--- src/rtl/chr_bank_pkg.sv ---
// Shared sizing for the character bank mapper.
// Assumes a 5-bit CPU data path and a 4+5 split of each page number.
package chr_bank_pkg;
    localparam int DATA_W = 5;
    localparam int LO_W   = 4;
    localparam int HI_W   = 5;
    localparam int WIN_N  = 8;
    localparam logic [3:0] GRP_BASE = 4'hB;
endpackage

--- src/rtl/chr_half_reg.sv ---
// One half of a page number: a plain loadable register.
// Assumes ld is a single-cycle decoded strobe; clears on synchronous reset.
module chr_half_reg #(
    parameter int W = 4
) (
    input  logic         clk,
    input  logic         rst_n,
    input  logic         ld,
    input  logic [W-1:0] d,
    output logic [W-1:0] q
);
    // Holds the stored half; loads on strobe, clears on reset.
    always_ff @(posedge clk) begin
        if (!rst_n)  q <= '0;
        else if (ld) q <= d;
    end

    // Without a strobe the half must keep its value.
    assert_hold_R5: assert property (@(posedge clk) disable iff (!rst_n)
        !ld |=> $stable(q));
    // A strobed value is visible one cycle later.
    assert_load_R9: assert property (@(posedge clk) disable iff (!rst_n)
        ld |=> (q == $past(d)));
endmodule

--- src/rtl/chr_wr_decode.sv ---
// Turns group, sub-address and strobe into one load strobe per half.
// Assumes two windows per group; sub[1] picks even/odd, sub[0] picks low/high.
module chr_wr_decode #(
    parameter int         WIN_N    = 8,
    parameter logic [3:0] GRP_BASE = 4'hB
) (
    input  logic             clk,
    input  logic             rst_n,
    input  logic             wr_en,
    input  logic [3:0]       wr_grp,
    input  logic [1:0]       wr_sub,
    output logic [WIN_N-1:0] ld_lo,
    output logic [WIN_N-1:0] ld_hi
);
    for (genvar w = 0; w < WIN_N; w++) begin : g_win
        localparam logic [3:0] GRP_V  = 4'(int'(GRP_BASE) + w / 2);
        localparam logic       ODD_V  = 1'(w % 2);
        logic hit;
        // Matches this window's group and even/odd slot.
        always_comb begin
            hit      = wr_en && (wr_grp == GRP_V) && (wr_sub[1] == ODD_V);
            ld_lo[w] = hit && !wr_sub[0];
            ld_hi[w] = hit &&  wr_sub[0];
        end
    end

    // A single write may touch at most one half.
    assert_single_R4: assert property (@(posedge clk) disable iff (!rst_n)
        $onehot0({ld_hi, ld_lo}));
    // No strobe, no load.
    assert_idle_R7: assert property (@(posedge clk) disable iff (!rst_n)
        !wr_en |-> ({ld_hi, ld_lo} == '0));
endmodule

--- src/rtl/chr_page_mux.sv ---
// Picks one window's page by the picture address bits, combinationally.
// Assumes pages are packed window 0 at the least significant end.
module chr_page_mux #(
    parameter int WIN_N  = 8,
    parameter int PAGE_W = 9,
    localparam int SEL_W = $clog2(WIN_N)
) (
    input  logic [WIN_N*PAGE_W-1:0] pages,
    input  logic [SEL_W-1:0]        sel,
    output logic [PAGE_W-1:0]       page
);
    // Indexed part-select of the chosen window.
    always_comb page = pages[sel*PAGE_W +: PAGE_W];
endmodule

--- src/rtl/chr_bank_mapper.sv ---
// Top: eight 1 KB character windows, each page built from two CPU-written halves.
// Assumes wr_grp is CPU A15..A12 and wr_sub is already decoded from board wiring.
module chr_bank_mapper
    import chr_bank_pkg::*;
#(
    parameter int         P_DATA_W = DATA_W,
    parameter int         P_LO_W   = LO_W,
    parameter int         P_HI_W   = HI_W,
    parameter int         P_WIN_N  = WIN_N,
    parameter logic [3:0] P_BASE   = GRP_BASE,
    localparam int PAGE_W = P_LO_W + P_HI_W,
    localparam int SEL_W  = $clog2(P_WIN_N),
    localparam int GRP_N  = P_WIN_N / 2
) (
    input  logic                clk,
    input  logic                rst_n,
    input  logic                wr_en,
    input  logic [3:0]          wr_grp,
    input  logic [1:0]          wr_sub,
    input  logic [P_DATA_W-1:0] wr_data,
    input  logic [SEL_W-1:0]    ppu_a,
    output logic [PAGE_W-1:0]   chr_page
);
    logic [P_WIN_N-1:0]        ld_lo, ld_hi;
    logic [P_WIN_N*PAGE_W-1:0] pages;

    chr_wr_decode #(.WIN_N(P_WIN_N), .GRP_BASE(P_BASE)) i_dec (
        .clk(clk), .rst_n(rst_n), .wr_en(wr_en), .wr_grp(wr_grp),
        .wr_sub(wr_sub), .ld_lo(ld_lo), .ld_hi(ld_hi));

    for (genvar w = 0; w < P_WIN_N; w++) begin : g_page
        logic [P_LO_W-1:0] lo_q;
        logic [P_HI_W-1:0] hi_q;
        chr_half_reg #(.W(P_LO_W)) i_lo (
            .clk(clk), .rst_n(rst_n), .ld(ld_lo[w]),
            .d(wr_data[P_LO_W-1:0]), .q(lo_q));
        chr_half_reg #(.W(P_HI_W)) i_hi (
            .clk(clk), .rst_n(rst_n), .ld(ld_hi[w]),
            .d(wr_data[P_HI_W-1:0]), .q(hi_q));
        // High half forms the upper page bits.
        always_comb pages[w*PAGE_W +: PAGE_W] = {hi_q, lo_q};
    end

    chr_page_mux #(.WIN_N(P_WIN_N), .PAGE_W(PAGE_W)) i_mux (
        .pages(pages), .sel(ppu_a), .page(chr_page));

    // Out-of-range groups leave every page untouched.
    assert_foreign_grp_R6: assert property (@(posedge clk) disable iff (!rst_n)
        (wr_en && ((wr_grp < P_BASE) || (wr_grp > 4'(int'(P_BASE) + GRP_N - 1))))
        |=> $stable(pages));
    // A cycle after reset every window reads zero.
    assert_cleared_R1: assert property (@(posedge clk)
        !rst_n |=> (chr_page == '0));
endmodule

--- config.mk ---
export PLATFORM = sky130hd
export DESIGN_NAME = chr_bank_mapper
export DESIGN_NICKNAME = d
export VERILOG_FILES = /design/src/rtl/chr_bank_pkg.sv /design/src/rtl/chr_half_reg.sv /design/src/rtl/chr_wr_decode.sv /design/src/rtl/chr_page_mux.sv /design/src/rtl/chr_bank_mapper.sv
export SDC_FILE = /design/constraint.sdc
export NUM_CORES = 1
export LEC_CHECK = 0
export ABC_CLOCK_PERIOD_IN_PS = 1300
export BUFFER_PORTS_ARGS = -buffer_cell sky130_fd_sc_hd__buf_4
export CAP_MARGIN = 20
export CORE_ASPECT_RATIO = 1.4
export CORE_UTILIZATION = 28
export DETAILED_ROUTE_END_ITERATION = 8
export REMOVE_ABC_BUFFERS = 1
export SLEW_MARGIN = 25
export SYNTH_ARGS = -nofsm -noshare
export SYNTH_HDL_FRONTEND = slang
export SYNTH_SLANG_ARGS = --single-unit
--- constraint.sdc ---
create_clock -name clk -period 1.3 [get_ports clk]
set_input_delay 0 -clock clk [delete_from_list [all_inputs] [get_ports clk]]
set_output_delay 0 -clock clk [all_outputs]
set_load 0.01 [all_outputs]
==> flow_summary_export.csv, run 1 <==
group,metric,value,unit
sta,max_slew_margin,70.2,%
placed_design,numPortBuffers,25,
worst_setup_path,crit_required,1300,ps
layout,final_nets,347,
detailed_routing,vias_per_cell,4.84,
worst_setup_path,critPathKind,"flip-flop to output pin",
worst_setup_path,critPathMaxStageDelay,490,ps
floorplanning,ioPinCount,26,
synthesis,syn_inst,297,
synthesis,ys_warn_count,0,
worst_setup_path,cp_max_fo,2,
detailed_routing,firstDrtPassIters,4,
floorplanning,rows,46,
synthesis,ys_ff_latch,72,
clocking,root_buffer,"clkbuf_16",
power,p_leak,1.70,nW
sta,layout_min_cycle_time,1560,ps
sta,hold_viol,0,
global_routing,grt_usage,14.2,%
global_routing,grt_max_degree,44,
min_path,worstHoldPathCells,3,
clocking,cts_max_path_buffers,2,
worst_setup_path,crit_path_start_kind,"flip-flop",
synthesis,ys_seq_area_share,43.7,%
placed_design,gp_congestion,0.769,
placed_design,post_dp_cell_area,3710,um^2
synthesis,avgSynthCellArea,11.1,um^2
sta,worst_slew_pin_slew,441,ps
detailed_routing,wl,7940,um
placed_design,pre_cts_ws,10.6,ps
run,drv_cap,0,
floorplanning,core_area,11400,um^2
clocking,cts_tree,"yes",
clocking,cts_buffers,9,
clocking,clk_latency,330,ps
synthesis,ys_types,24,
clocking,clkSinkCount,72,
layout,fill_cells,1120,
clocking,clk_pin_slew,60,ps
sta,setup_slack,-255,ps
synthesis,syn_area,3300,um^2
sta,clock.fmax,0.643,GHz
floorplanning,fp.dieH,130,um
detailed_routing,vias,2320,
sta,finClkSkew,0,ps
worst_setup_path,rr_worst_depth,2,
sta,timing.final.crit_share,120,%
detailed_routing,drc,0,
layout,syn_to_final_growth,24.4,%
global_routing,grt_antenna_before_repair,0,
power,vdd_drop_max,0.000671,V
worst_setup_path,worst_setup_path_end_kind,"output pin",
detailed_routing,drt-initial-drc-count,95,
layout,final_common_cell,"nand2_1",
worst_setup_path,path_cells,"mux4_2, mux2_4, buf_6",
global_routing,grt_pass1_vias,2469,
worst_setup_path,slowest_stage,"mux4_2",
detailed_routing,routedWlPerCell,16.6,um
global_routing,grt_overflow,0,
floorplanning,dieArea,12200,um^2
global_routing,grt_pass1_wl,12700,um
power,finalPower,5.12,mW
layout,finalInstanceArea,4110,um^2
placed_design,hpwl,5520,um
layout,most-common-layout-cells,"nand2_1, mux2i_1, dfxtp_1",
floorplanning,dieWidth,93.8,um
worst_setup_path,worstPathArrival,1560,ps
clocking,h-tree-depth,3,
status,status,"finished, violations left",
power,power_density,1250,nW/um^2
sta,report.final.setup_viol,9,
floorplanning,start_util,29.0,%
layout,layout-drive-gt1-share,31.6,%
layout,antennaDiodeCount,0,
status,violations,"negative setup slack",
sta,drv_slew,0,
layout,postLayoutCoreUtil,36.0,%
detailed_routing,final_antenna_net_count,0,
sta,grt_setup_unrepaired,"yes",
min_path,hold_path_class,"input port to flip-flop",
[timing repair]
item | in CTS | in global routing
hold buffers | 0 | 0
resized for setup | 15 | 15
setup endpoints to repair | 9 | 9
setup buffers | 0 | 0
[routing by layer]
metal  share of wire (%)  track usage, %  vias to the layer above
li1                    -               -                     1108
met1                  43            16.7                     1135
met2                  50            23.7                       56
met3                 3.3            2.72                       21
met4                 3.9            9.32                        0
met5                   0               0                        -
[worst paths after layout]
kind / start / endpoint / slack, ps
setup / recovery: g_page[1].i_lo.q[1] / chr_page[1] / -260
hold reg to reg: g_page[7].i_hi.q[4] / g_page[7].i_hi.q[4] / 450
setup reg to reg: g_page[6].i_hi.q[1] / g_page[6].i_hi.q[1] / 660
hold / removal: rst_n / g_page[5].i_hi.q[0] / 90
[logic make-up (layout without fill, tap and decap cells)]
logic type,Yosys count,after routing,synth area share [%]
buffers and inverters,22,60,3.41
AND/OR/NAND/NOR,104,104,15.8
multiplexers,99,99,37.2
flip-flops,72,72,43.7
[through the flow]
step / setup TNS (ps) / hold WS [ps] / instances
4_1_cts: -2300 / 90.6 / 479
5_1_grt: -2420 / 117 / 479
2_1_floorplan: 0 / 146 / 275
3_5_place_dp: 0 / 440 / 463
3_3_place_gp: 0 / 439 / 463
6_report: -2120 / 94.1 / 479
[Yosys cell counts (all sizes together)]
cell type / instances / area share, %
nand2: 83 / 9.7
dfxtp: 72 / 44
mux2i: 72 / 22
mux4: 18 / 12
buf: 14 / 2.5
mux2: 9 / 3.1
clkbuf: 8 / 0.91
nand4b: 4 / 1.1
nor2: 3 / 0.34
nand3b: 2 / 0.95
nor2b: 2 / 0.38
nor3: 2 / 0.61
nor4b: 2 / 0.99
or4: 2 / 0.57
and3: 1 / 0.19
and3b: 1 / 0.27
and4bb: 1 / 0.38
nor3b: 1 / 0.38
[report_power, final]
group | switching (mW) | leakage, nW | internal (mW)
Combinational | 0.175 | 0.962 | 0.119
Sequential | 0.00503 | 0.587 | 2.22
Clock | 0.878 | 0.154 | 1.73
[layout make-up]
cell class | instances | area (um^2) | share of cell area, %
timing repair buffer | 44 | 373 | 9.08
clock inverter | 3 | 65.1 | 1.58
multi-input combinational | 203 | 1780 | 43.4
tap | 144 | 180 | 4.39
clock buffer | 13 | 250 | 6.09
sequential | 72 | 1460 | 35.5
[critical path: cells and delay by family, from the launching register on]
kind | cells | cell delay (ps)
flip-flops | 1 | 320
multiplexers | 2 | 780
buffers and inverters | 1 | 120
[sequential cells by signal, summed over array words and instances (netlist names)]
register	cells
g_page.i_lo.q	32
g_page.i_hi.q	40
(Power assumes the default switching activity.)
==> run 2: changes to the inputs <==
ABC_CLOCK_PERIOD_IN_PS = 1820   (was 1300)
CORE_UTILIZATION = 25   (was 28)
clock period = 1.82 ns   (was 1.3 ns; I/O delays follow)
==> run 2 against run 1 <==
Power decreased by 31%. Worst hold slack about the same. Clock power decreased by 33%. Largest cell class unchanged. Design area decreased by 5.1%. Die area increased by 12%. Non-clock buffer count decreased by 15. Critical path depth unchanged. Worst setup slack improved by 530 ps. The run now ends clean. Core utilization decreased by 5.8 points. Register-to-register slack improved by 530 ps.
==> flow_summary_export.csv, run 2 (synthesized netlist as in run 1, its figures left out) <==
group,metric,value,unit
worst_setup_path,r2r_start,"g_page[0].i_hi.q[3]",
detailed_routing,routedWlPerCell,15.4,um
worst_setup_path,worstPathArrival,1540,ps
min_path,hold_path_class,"input port to flip-flop",
detailed_routing,vias,2223,
layout,largest_reg_flops,40,
placed_design,gp_congestion,0.716,
floorplanning,ioPinCount,26,
sta,hold_viol,0,
sta,grt_setup_unrepaired,"no",
layout,regArea,1440,um^2
power,p_int,2.79,mW
sta,tns,0,ps
global_routing,met3_usage,3.43,%
global_routing,grt_pass1_vias,2247,
sta,layout_min_cycle_time,1540,ps
layout,most-common-layout-cells,"nand2_1, mux2i_1, dfxtp_1",
global_routing,grt_antenna_before_repair,0,
floorplanning,dieWidth,99.1,um
min_path,whs_endpoint,"g_page[0].i_hi.q[1]",
global_routing,grt_pass1_wl,11600,um
status,status,"complete, no violations",
power,p_comb_share,5.4,%
detailed_routing,wl,7310,um
placed_design,numPortBuffers,25,
detailed_routing,final_antenna_net_count,0,
worst_setup_path,critPathKind,"flip-flop to output pin",
layout,syn_to_final_growth,18.1,%
global_routing,top_usage_layer,"met2",
min_path,worstHoldPathCells,3,
power,vdd_drop_max,0.000399,V
worst_setup_path,rr_worst_depth,2,
placed_design,hpwl,5060,um
power,power_density,905,nW/um^2
worst_setup_path,r2r_setup_slack,1190,ps
global_routing,grt_usage,11.4,%
sta,timing.final.crit_share,84.7,%
power,p_leak,1.59,nW
sta,report.final.setup_viol,0,
layout,antennaDiodeCount,0,
clocking,h-tree-depth,3,
clocking,hold_buffers,0,
sta,drv_slew,0,
sta,worst_slew_pin_slew,699,ps
global_routing,grt_overflow,0,
clocking,clk_pin_slew,50,ps
floorplanning,fp.dieH,138,um
detailed_routing,firstDrtPassIters,4,
clocking,root_buffer,"clkbuf_16",
layout,final_nets,332,
global_routing,grt_use_met2,19.1,%
layout,final_common_cell,"nand2_1",
clocking,cts_buffers,9,
clocking,clkSinkCount,72,
placed_design,post_dp_cell_area,3600,um^2
layout,largestRegisters,"g_page.i_hi.q: 40 flops, g_page.i_lo.q: 32 flops",
layout,top_register,"g_page.i_hi.q",
floorplanning,core_area,12900,um^2
clocking,clk_latency,320,ps
run,drv_cap,0,
layout,multi_input_area,1750,um^2
detailed_routing,vias_per_cell,4.70,
layout,layout-drive-gt1-share,24.7,%
worst_setup_path,cp_max_fo,2,
power,seq_power_share,45.0,%
sta,clock.fmax,0.649,GHz
worst_setup_path,timing.rr.end,"g_page[0].i_hi.q[3]",
layout,fill_cells,1334,
sta,max_slew_margin,53.3,%
clocking,post-cts-setup-buffer-count,0,
power,netSwitchingPower,0.742,mW
detailed_routing,drt-initial-drc-count,78,
min_path,hp-start,"wr_sub[1]",
detailed_routing,drc,0,
layout,finalInstanceArea,3900,um^2
global_routing,globalRouteMet1Util,14.0,%
worst_setup_path,crit_path_start_kind,"flip-flop",
floorplanning,start_util,25.6,%
clocking,cts_tree,"yes",
worst_setup_path,worst_setup_path_end_kind,"output pin",
clocking,cts_resized,0,
floorplanning,dieArea,13700,um^2
sta,finClkSkew,0,ps
floorplanning,rows,49,
clocking,cts_max_path_buffers,2,
global_routing,grt_max_degree,39,
worst_setup_path,crit_required,1820,ps
power,switching_share,21.0,%
power,clkPwrFrac,49.6,%
==> run 2: cell types whose count changed in the layout (fill, tap and decap cells not counted), sizes merged <==
cell	previous run	this run
clkinv	1	2
bufinv	2	1
buf	44	29
==> run 2: routing by layer <==
metal | share of wire, % | vias to the layer above
met5 | 0 | -
met4 | 1.0 | 0
met3 | 3.4 | 6
met2 | 48 | 38
met1 | 47 | 1101
li1 | - | 1078
==> run 2: per-stage QoR <==
stage	setup WS, ps	hold slack (ps)	util [%]	total power, mW	instances
2_1_floorplan	794	146	-	1.69	275
3_3_place_gp	506	421	27.9	1.81	457
3_5_place_dp	490	432	27.9	1.81	457
4_1_cts	261	84.3	30.3	3.56	473
5_1_grt	238	96.7	30.3	3.64	473
6_report	278	94.2	30.3	3.53	473
==> run 2: worst max-delay path by stage <==
stage / from / endpoint / slack, ps
floorplan: wr_grp[1] / g_page[4].i_lo.q[0] / 790
global placement: ppu_a[2] / chr_page[8] / 510
detailed placement: rst_n / g_page[6].i_lo.q[2] / 490
CTS: g_page[5].i_hi.q[0] / chr_page[4] / 260
global route: g_page[7].i_hi.q[0] / chr_page[4] / 240
finish: g_page[6].i_hi.q[0] / chr_page[4] / 280
==> run 2: layout make-up <==
class	count	area share, %
tap	153	4.91
sequential	72	37.0
timing repair buffer	29	5.58
clock inverter	3	1.03
clock buffer	13	6.68
multi-input combinational	203	44.8
==> run 2: critical path, stage by stage, from the launching register on <==
cell and delay (ps):
dfxtp_1 320, mux4_2 450, mux2_2 300, buf_4 150
==> run 2: power groups by stage <==
stage / Sequential [mW] / Combinational (mW) / Clock [mW]
floorplan: 1.62 / 0.0738 / 0
global placement: 1.62 / 0.189 / 0
detailed placement: 1.62 / 0.192 / 0
CTS: 1.59 / 0.192 / 1.78
global route: 1.59 / 0.205 / 1.85
finish: 1.59 / 0.189 / 1.75
==> run 3: changes to the inputs <==
ABC_CLOCK_PERIOD_IN_PS = 1350   (was 1820)
clock period = 1.35 ns   (was 1.82 ns; I/O delays follow)
==> run 3 against run 2 <==
The flow now finishes with violations (negative setup slack). Sequential cell count did not move. Worst setup slack lost 480 ps. First-iteration DRC count down 32%. Clock power is 46% higher. Non-clock buffer count up 16. Combinational power increased by 49%. Count of clock-buffer cells in the layout shrank 1. Routed wire length is 4.6% higher. Final cell count rose by 3.2%. Global-route usage up 0.68 points. Clock skew did not move.
==> flow_summary_export.csv, run 3 (synthesized netlist as in run 1, its figures left out) <==
group,metric,value,unit
worst_setup_path,critPathKind,"flip-flop to output pin",
global_routing,grt_pass1_vias,2397,
worst_setup_path,cp.depth,3,
layout,largestRegisters,"g_page.i_hi.q: 40 flops, g_page.i_lo.q: 32 flops",
clocking,cts_max_path_buffers,2,
worst_setup_path,cp_max_fo,2,
layout,layout-drive-gt1-share,31.3,%
power,switching_share,20.6,%
clocking,post-cts-setup-buffer-count,0,
global_routing,grt_max_degree,28,
sta,worst_hold_slack,91.2,ps
min_path,hold_path_class,"input port to flip-flop",
worst_setup_path,crit_required,1350,ps
sta,timing.final.crit_share,115,%
detailed_routing,vias,2283,
floorplanning,fp.dieH,138,um
layout,antennaDiodeCount,0,
floorplanning,rows,49,
power,clkPwrFrac,51.4,%
floorplanning,dieArea,13700,um^2
sta,report.final.setup_viol,9,
sta,layout_min_cycle_time,1550,ps
placed_design,hpwl,5260,um
sta,finClkSkew,0,ps
placed_design,numPortBuffers,25,
clocking,clk_pin_slew,60,ps
worst_setup_path,rr_worst_depth,2,
power,finalPower,4.98,mW
layout,top_register,"g_page.i_hi.q",
sta,max_slew_margin,58.0,%
detailed_routing,vias_per_cell,4.68,
status,status,"finished, violations left",
global_routing,grt_antenna_before_repair,0,
sta,hold_viol,0,
min_path,worstHoldPathCells,3,
clocking,cts_buffers,9,
worst_setup_path,critPathMaxStageDelay,490,ps
floorplanning,core_area,12900,um^2
power,p_comb_share,5.6,%
layout,largest_reg_flops,40,
clocking,cts_resized,28,
layout,final_common_cell,"nand2_1",
sta,tns,-1610,ps
power,p_int,3.95,mW
clocking,clk_latency,330,ps
sta,worst_slew_pin_slew,629,ps
detailed_routing,wl,7640,um
clocking,clkSinkCount,72,
layout,syn_to_final_growth,24.8,%
clocking,hold_buffers,0,
clocking,root_buffer,"clkbuf_16",
worst_setup_path,cp_top_family,"multiplexers",
worst_setup_path,crit_buf_inv,1,
sta,clock.fmax,0.646,GHz
floorplanning,dieWidth,99.1,um
power,vdd_drop_max,0.000541,V
layout,final_nets,348,
global_routing,grt_usage,12.1,%
clocking,cts_tree,"yes",
power,seq_power_share,43.0,%
global_routing,grt_overflow,0,
global_routing,grt_pass1_wl,12500,um
clocking,h-tree-depth,3,
detailed_routing,drt-initial-drc-count,53,
worst_setup_path,crit_path_start_kind,"flip-flop",
layout,most-common-layout-cells,"nand2_1, mux2i_1, dfxtp_1",
floorplanning,ioPinCount,26,
status,violations,"negative setup slack",
placed_design,post-place-cells,473,
detailed_routing,drc,0,
placed_design,gp_congestion,0.743,
sta,grt_setup_unrepaired,"yes",
detailed_routing,firstDrtPassIters,6,
detailed_routing,final_antenna_net_count,0,
worst_setup_path,worst_setup_path_end_kind,"output pin",
detailed_routing,routedWlPerCell,15.7,um
worst_setup_path,worstPathArrival,1550,ps
worst_setup_path,slowest_stage,"mux4_2",
power,power_density,1210,nW/um^2
layout,final_cells,488,
power,p_leak,1.71,nW
sta,setup_slack,-198,ps
floorplanning,start_util,25.6,%
placed_design,pre_cts_ws,63.3,ps
power,netSwitchingPower,1.03,mW
run,drv_cap,0,
worst_setup_path,path_cells,"mux4_2, mux2_4, buf_6",
sta,drv_slew,0,
run 3: cell count changes in the layout (fill, tap and decap cells not counted), sizes merged:
cell,change
buf,+16
clkbuf,-1
bufinv,+1
clkinv,-1
run 3: metal layers:
metal	vias to the layer above	global-route usage, %	wire [um]
met4	0	4.66	115
met5	-	0	0
met3	9	2.97	262
met1	1123	15.0	3630
li1	1106	-	-
met2	45	20.2	3640
run 3: worst reg2reg max path, stage by stage (launching register included):
cell     delay [ps]
dfxtp_1         330
nand2_1          50
mux2i_1         150
run 3: power by group through the flow:
| stage | clock network, mW | logic [mW] | registers, mW |
|---|---|---|---|
| 6_report | 2.56 | 0.281 | 2.14 |
| 5_1_grt | 2.72 | 0.303 | 2.14 |
| 4_1_cts | 2.61 | 0.282 | 2.14 |
| 3_5_place_dp | 0 | 0.277 | 2.18 |
| 3_3_place_gp | 0 | 0.273 | 2.18 |
| 2_1_floorplan | 0 | 0.0995 | 2.18 |
run 3: through the flow:
stage	instance area (um^2)	utilization [%]
6_report	4120	32.0
5_1_grt	4120	32.0
4_1_cts	4120	32.0
3_5_place_dp	3720	28.9
3_3_place_gp	3720	28.9
2_1_floorplan	3190	-
run 3: area by class of cell:
type,instances,area [um^2]
Fill cell,1295,8750
Sequential cell,72,1450
Timing Repair Buffer,45,372
Clock inverter,3,65.1
Clock buffer,12,256
Tap cell,153,191
Multi-Input combinational cell,203,1780
run 3: final timing paths:
kind | start | slack [ps] | end
worst max-delay path | g_page[7].i_lo.q[0] | -200 | chr_page[0]
worst min register to register | g_page[7].i_hi.q[0] | 460 | g_page[7].i_hi.q[0]
worst max register to register | g_page[5].i_lo.q[0] | 730 | g_page[5].i_lo.q[0]
worst min-delay path | rst_n | 90 | g_page[5].i_hi.q[3]
